--- src/rtl/combo_lock_pkg.sv ---
package combo_lock_pkg;
  localparam int DIGIT_W = 4;
  localparam int NUM_DIGITS = 3;
  localparam int STATE_W = NUM_DIGITS + 1;

  localparam logic [STATE_W-1:0] ST_D0   = 4'b0001;
  localparam logic [STATE_W-1:0] ST_D1   = 4'b0010;
  localparam logic [STATE_W-1:0] ST_D2   = 4'b0100;
  localparam logic [STATE_W-1:0] ST_OPEN = 4'b1000;
  localparam logic [STATE_W-1:0] ST_ERR  = 4'b0000;
endpackage

--- src/rtl/digit_select.sv ---
module digit_select #(
  parameter int DW = 4,
  parameter int ND = 3
) (
  input  logic [ND-1:0]      sel,
  input  logic [ND*DW-1:0]   codes,
  output logic [DW-1:0]      picked
);
  logic [DW-1:0] masked [ND];

  for (genvar i = 0; i < ND; i++) begin : g_mask
    assign masked[i] = codes[i*DW +: DW] & {DW{sel[i]}};
  end

  always_comb begin
    picked = '0;
    for (int i = 0; i < ND; i++) picked = picked | masked[i];
  end

  always_comb begin
    // selector must be one-hot or idle
    sel_onehot_chk: assert ($onehot0(sel) || $isunknown(sel));
  end
endmodule

--- src/rtl/digit_compare.sv ---
module digit_compare #(
  parameter int DW = 4
) (
  input  logic [DW-1:0] a,
  input  logic [DW-1:0] b,
  output logic          match
);
  logic [DW-1:0] bit_eq;

  for (genvar i = 0; i < DW; i++) begin : g_xnor
    assign bit_eq[i] = ~(a[i] ^ b[i]);
  end

  assign match = &bit_eq;
endmodule

--- src/rtl/lock_fsm.sv ---
module lock_fsm
  import combo_lock_pkg::*;
#(
  parameter int ND = NUM_DIGITS
) (
  input  logic         clk,
  input  logic         rst,
  input  logic         enter,
  input  logic         match,
  output logic [ND:0]  state
);
  logic [ND:0] state_nx;
  logic        in_digit;

  assign in_digit = |state[ND-1:0];

  always_comb begin
    state_nx = state;
    if (in_digit && enter) begin
      if (match) state_nx = state << 1;
      else       state_nx = '0;
    end
  end

  always_ff @(posedge clk) begin
    if (rst) state <= {{ND{1'b0}}, 1'b1};
    else     state <= state_nx;
  end


  reset_init_chk: assert property (@(posedge clk) rst |=> state == {{ND{1'b0}}, 1'b1});

  idle_hold_chk: assert property (@(posedge clk) disable iff (rst)
    (in_digit && !enter) |=> $stable(state));

  mismatch_err_chk: assert property (@(posedge clk) disable iff (rst)
    (in_digit && enter && !match) |=> state == '0);

  absorb_chk: assert property (@(posedge clk) disable iff (rst)
    (!in_digit) |=> $stable(state));

  advance_chk: assert property (@(posedge clk) disable iff (rst)
    (in_digit && enter && match) |=> $countones(state) == 1);
endmodule

--- src/rtl/combo_lock_top.sv ---
module combo_lock_top
  import combo_lock_pkg::*;
(
  input  logic               clk,
  input  logic               rst,
  input  logic               enter,
  input  logic [DIGIT_W-1:0] entry,
  input  logic [DIGIT_W-1:0] code0,
  input  logic [DIGIT_W-1:0] code1,
  input  logic [DIGIT_W-1:0] code2,
  output logic [NUM_DIGITS-1:0] digit_sel,
  output logic               unlocked
);
  logic [STATE_W-1:0] state;
  logic [DIGIT_W-1:0] expected;
  logic               match;

  digit_select #(.DW(DIGIT_W), .ND(NUM_DIGITS)) u_sel (
    .sel(state[NUM_DIGITS-1:0]),
    .codes({code2, code1, code0}),
    .picked(expected)
  );

  digit_compare #(.DW(DIGIT_W)) u_cmp (
    .a(entry),
    .b(expected),
    .match(match)
  );

  lock_fsm #(.ND(NUM_DIGITS)) u_fsm (
    .clk(clk),
    .rst(rst),
    .enter(enter),
    .match(match),
    .state(state)
  );

  assign digit_sel = state[NUM_DIGITS-1:0];
  assign unlocked  = state[STATE_W-1];


  open_excl_chk: assert property (@(posedge clk) disable iff (rst)
    unlocked |-> digit_sel == '0);

  open_stay_chk: assert property (@(posedge clk) disable iff (rst)
    unlocked |=> unlocked);
endmodule

--- config.mk ---
export PLATFORM = sky130hd
export DESIGN_NAME = combo_lock_top
export DESIGN_NICKNAME = d
export VERILOG_FILES = /design/src/rtl/combo_lock_pkg.sv /design/src/rtl/digit_select.sv /design/src/rtl/digit_compare.sv /design/src/rtl/lock_fsm.sv /design/src/rtl/combo_lock_top.sv
export SDC_FILE = /design/constraint.sdc
export NUM_CORES = 1
export LEC_CHECK = 0
export ABC_CLOCK_PERIOD_IN_PS = 3400
export BUFFER_PORTS_ARGS = -buffer_cell sky130_fd_sc_hd__clkbuf_2
export CAP_MARGIN = 20
export CORE_AREA = 2 2 39 41
export CTS_BUF_LIST = sky130_fd_sc_hd__clkbuf_4
export CTS_CLUSTER_SIZE = 25
export DETAILED_ROUTE_END_ITERATION = 8
export DIE_AREA = 0 0 41 43
export SLEW_MARGIN = 20
export SYNTH_ARGS = -nofsm -noshare
export SYNTH_HDL_FRONTEND = slang
export SYNTH_SLANG_ARGS = --single-unit
--- constraint.sdc ---
create_clock -name clk -period 3.4 [get_ports clk]
set_input_delay 0.34 -clock clk [delete_from_list [all_inputs] [get_ports clk]]
set_output_delay 0.34 -clock clk [all_outputs]
set_load 0.03 [all_outputs]
# [Word level (Yosys, flattened, before mapping)]
# Index checks and enable logic that the tools add are counted.
[totals] inputBits=19 ff_bits=4 output_inout_bits=4 word_cells=18
[op_classes] n_reduce_logical=3 mux=1 bitwise_logic=13
[ops] cell="bitwise AND 4 bit" n=3
[ops] cell="bitwise OR 4 bit" n=2
[ops] cell="two-way mux 4 bit" n=1
[ops] cell="NOT 1 bit" n=4
[ops] cell="AND reduction 4 bit" n=1
[ops] cell="XOR 1 bit" n=4
[ops] cell="OR reduction 3 bit" n=1
[ops] cell="logical AND 1 bit" n=1

# [Logic depth before layout (Yosys ltp)]
[depth] word_depth=7 ltp_mapped=4 mapped_depth_nobuf=4

# [Modules after synthesis]
# From an unflattened synthesis, not the netlist that was laid out.
[unflattened] hier_cells=29 hier_area_um2=255.2
[modules_own_cells] mod="lock_fsm" area_each_um2=152.6 cells_each=16 seq_area_each_um2=80.1 n_inst=1
[modules_own_cells] mod="digit_select" area_each_um2=55.1 cells_each=8 seq_area_each_um2=0.0 n_inst=1
[modules_own_cells] mod="digit_compare" area_each_um2=47.5 cells_each=5 seq_area_each_um2=0.0 n_inst=1

# [Least setup slack after synthesis]
# No wires, ideal clock.
[synth_timing] kind="flip-flop to flip-flop" start="reg u_fsm.state[2]" end="reg u_fsm.state[1]" path_buffers=0 t_arrival_ps=1348 path_stages_with_launch=5 synth_period_minus_slack_ps=1435 t_required_ps=3313 setup_slack_ps=1965 setup_ps=87 path_cell_list="dfxtp_1 a222oi_1 xor2_1 nand4_1 o31ai_1"
[synth_via] elab_chain_cells=6 elab_cells_between_ends=14 classes_between="mux: 1; bitwise: 10; reduce/logical: 3"
[synth_rtl] item="start: declaration" line="lock_fsm.sv:10" source="output logic [ND:0] state"
[synth_rtl] item="start signal: assignment" line="lock_fsm.sv:26" source="if (rst) state <= {{ND{1'b0}}, 1'b1};"
[synth_rtl] item="start signal: assignment" line="lock_fsm.sv:27" source="else state <= state_nx;"
[synth_rtl] item="bitwise AND 4 bit" line="digit_select.sv:12" source="assign masked[i] = codes[i*DW +: DW] & {DW{sel[i]}};"
[synth_rtl] item="bitwise OR 4 bit" line="digit_select.sv:17" source="for (int i = 0; i < ND; i++) picked = picked | masked[i];"
[synth_rtl] item="XOR 1 bit" line="digit_compare.sv:11" source="assign bit_eq[i] = ~(a[i] ^ b[i]);"
[synth_rtl] item="NOT 1 bit" line="digit_compare.sv:11"
[synth_rtl] item="AND reduction 4 bit" line="digit_compare.sv:14" source="assign match = &bit_eq;"
[synth_rtl] item="two-way mux 4 bit" line="lock_fsm.sv:20" source="if (match) state_nx = state << 1;"
# Parallel ways exist; a longest one is shown, timed or not.
# A chain may end at the register's enable or synchronous reset.

# [Worst setup path in the final report]
[layout_timing] start="reg u_fsm.state[0]" end="reg u_fsm.state[3]"
[layout_via] elab_chain_cells=7 elab_cells_between_ends=15 classes_between="mux: 1; bitwise: 11; reduce/logical: 3"
[layout_rtl] item="bitwise AND 4 bit" line="digit_select.sv:12"
[layout_rtl] item="bitwise OR 4 bit (2 in a row)" line="digit_select.sv:17"
[layout_rtl] item="XOR 1 bit" line="digit_compare.sv:11"
[layout_rtl] item="NOT 1 bit" line="digit_compare.sv:11"
[layout_rtl] item="AND reduction 4 bit" line="digit_compare.sv:14"
[layout_rtl] item="two-way mux 4 bit" line="lock_fsm.sv:20"
# Parallel ways exist; a longest one is shown, timed or not.

==> reports/qor.yml <==
run_status:
  run_status: "finished clean"
critical_path:
  critPathArrivalTime_ns: 1.65
  crit_path_start: "u_fsm.state[0]$_SDFFE_PP1P_"
  r2r-start: "u_fsm.state[0]$_SDFFE_PP1P_"
  reg2reg_setup_slack_ns: 1.89
  r2r-end: "u_fsm.state[3]$_SDFFE_PP0P_"
  crit_required_ns: 3.54
  reg2regPathDepth: 4
  worstPathCellList: "a222oi_1 -> xor2_1 -> nand4_1 -> o31ai_1"
  crit_path_start_kind: "flip-flop"
  worstPathMaxFanout: 8
  path_class: "flip-flop to flip-flop"
  cp_slowest_cell: "a222oi_1"
  crit_end: "u_fsm.state[3]$_SDFFE_PP0P_"
  endpoint_kind: "flip-flop"
  max_stage_delay_ns: 0.39
finish:
  syn_to_final_growth_pct: 64.6
  max_flop_register: "u_fsm.state"
  drive_gt1_share_pct: 50.0
  top_regs: "u_fsm.state x4"
  num_antenna_cells: 0
  largest_register_ffs: 4
  postLayoutCellArea_um2: 389
  fin_nets: 71
pwr:
  powerDensity_nw_per_um2: 350
  ir_drop_uv: 253
  p_leak_nw: 0.186
global_routing:
  grt_pass1_wl_um: 1100
  grt-ovfl-total: 0
  grt_pass1_vias: 293
  grt_max_degree: 9
  track_usage_pct: 9.54
  antenna_found_initial: 0
sta:
  worst_pin_slew_ns: 0.340
  setup_tns_ns: 0
  period_minus_slack_ns: 1.51
  finalMaxSlewViolations: 0
  hold_violations: 0
  fin_crit_sh_pct: 44.5
  layout_setup_ws_ns: 1.89
  skew_ns: 0.000820
  clock.fmax_mhz: 661
  grt_setup_unrepaired: "false"
  setup_violations: 0
  relSlewSlack_pct: 77.3
floorplanning:
  design.die.area_um2: 1760
  io_pins: 23
  die_y_um: 43
  std_cell_rows: 14
  coreArea_um2: 1380
  initial_core_util_pct: 17.1
  die_w_um: 41
clocking:
  cts.sink_count: 4
  cts_hold_buf: 0
  cts_tree: "yes"
  cts_resized: 0
  clockBufferDepth: 2
  cts_buffers: 3
  post_cts_buffers: 0
  htree_levels: 1
  cts-root-buf: "clkbuf_4"
  clk_latency_ns: 0.23
  clk_pin_slew_ns: 0.04
place:
  dpl_cell_area_um2: 367
  io_buffers: 22
  gp_congestion: 0.735
  place_ws_ns: 1.86
synth:
  synth_nets: 44
  synth_area_leader_cell: "dfxtp_1"
  synth_area_leaders: "dfxtp_1 (34%), a222oi_1 (17%), xor2_1 (15%), o31ai_1 (13%), nand3b_1 (9.5%)"
  syn_inst: 25
  synth_ff_type: "dfxtp_1"
  yosysTopAreaCellShare_pct: 33.9
  yosysWarningCount: 0
  syn-cell-area_um2: 236
  syn_area_per_cell_um2: 9.46
  ys_seq_elements: 4
  synth.distinct_cells: 9
  ys_seq_area_share_pct: 33.9
  async_flop_share_pct: 0
  synth-edff-count: 0
  synth_common_cells: "a222oi_1 (4), dfxtp_1 (4), o31ai_1 (4), xor2_1 (4)"
route:
  first_iter_violations: 14
  firstDrtPassIters: 4
  vias: 322
  vias_per_cell: 4.88
  wirelength_um: 770
  drc: 0
  route.antenna.remaining_nets: 0
  wl_per_cell_um: 11.7
hold_path:
  min_from: "rst"
  hold_class: "input pin to flip-flop"
run:
  maxCapViolations: 0
==> through the flow <==
| step | total power [mW] | util, % | cells | hold WS (ns) |
|---|---|---|---|---|
| 2_1_floorplan | 0.0634 | - | 25 | 0.426 |
| 3_3_place_gp | 0.0780 | 26.5 | 63 | 0.495 |
| 3_5_place_dp | 0.0785 | 26.5 | 63 | 0.491 |
| 4_1_cts | 0.139 | 28.1 | 66 | 0.357 |
| 5_1_grt | 0.147 | 28.1 | 66 | 0.370 |
| 6_report | 0.136 | 28.1 | 66 | 0.365 |
==> layout make-up <==
cell class              count  area (µm²)
fillers                   155         995
multi-input cells          20         153
repair buffers             22         110
flip-flops and latches      4        80.1
clock buffers               3        22.5
well taps                  16        20.0
inverters                   1        3.75
==> worst max-delay path: cells and delay by family, from the launching register on <==
kind	cells	cell delay, ns
AOI/OAI and AO/OA	2	0.66
xor gates and xnor gates	1	0.19
and+or+nand+nor	1	0.18
DFF	1	0.38
==> report_power, final <==
part / switching (mW) / leakage [nW] / internal [mW]
combinational: 0.0121 / 0.140 / 0.0147
clock: 0.0192 / 0.0138 / 0.0395
sequential: 0.00243 / 0.0326 / 0.0483
total: 0.0337 / 0.186 / 0.102
==> cells by family (layout without fill, tap and decap cells) <==
family | after synthesis | after routing | share of synthesized area, %
xor+xnor | 4 | 4 | 14.8
compound gates | 9 | 9 | 32.8
simple gates | 7 | 7 | 16.9
flops | 4 | 4 | 33.9
buf+inv | 1 | 26 | 1.59
==> per-layer routing <==
metal / global-route usage, % / share of wire (%)
met3: 8.38 / 15
met5: 0 / 0
met2: 13.4 / 42
met4: 2.00 / 0
met1: 10.6 / 43
==> worst min path at each step <==
stage | end | slack, ns | cells after the start
finish | u_fsm.state[0]$_SDFFE_PP1P_ | 0.37 | 2
global route | u_fsm.state[0]$_SDFFE_PP1P_ | 0.37 | 2
CTS | u_fsm.state[0]$_SDFFE_PP1P_ | 0.36 | 2
detailed placement | u_fsm.state[3]$_SDFFE_PP0P_ | 0.49 | 2
global placement | u_fsm.state[3]$_SDFFE_PP0P_ | 0.50 | 2
floorplan | u_fsm.state[0]$_SDFFE_PP1P_ | 0.43 | 1
==> layout by cell type (no fill, tap or decap) <==
cell | Yosys | routed
xor2_1 | 4 | 4
inv_1 | 1 | 1
nand2_1 | 3 | 3
nand4_1 | 1 | 1
nand3b_1 | 3 | 3
clkbuf_2 | 0 | 22
o31ai_1 | 4 | 4
clkbuf_4 | 0 | 3
a222oi_1 | 4 | 4
a21o_1 | 1 | 1
dfxtp_1 | 4 | 4
(Power assumes the default switching activity.)
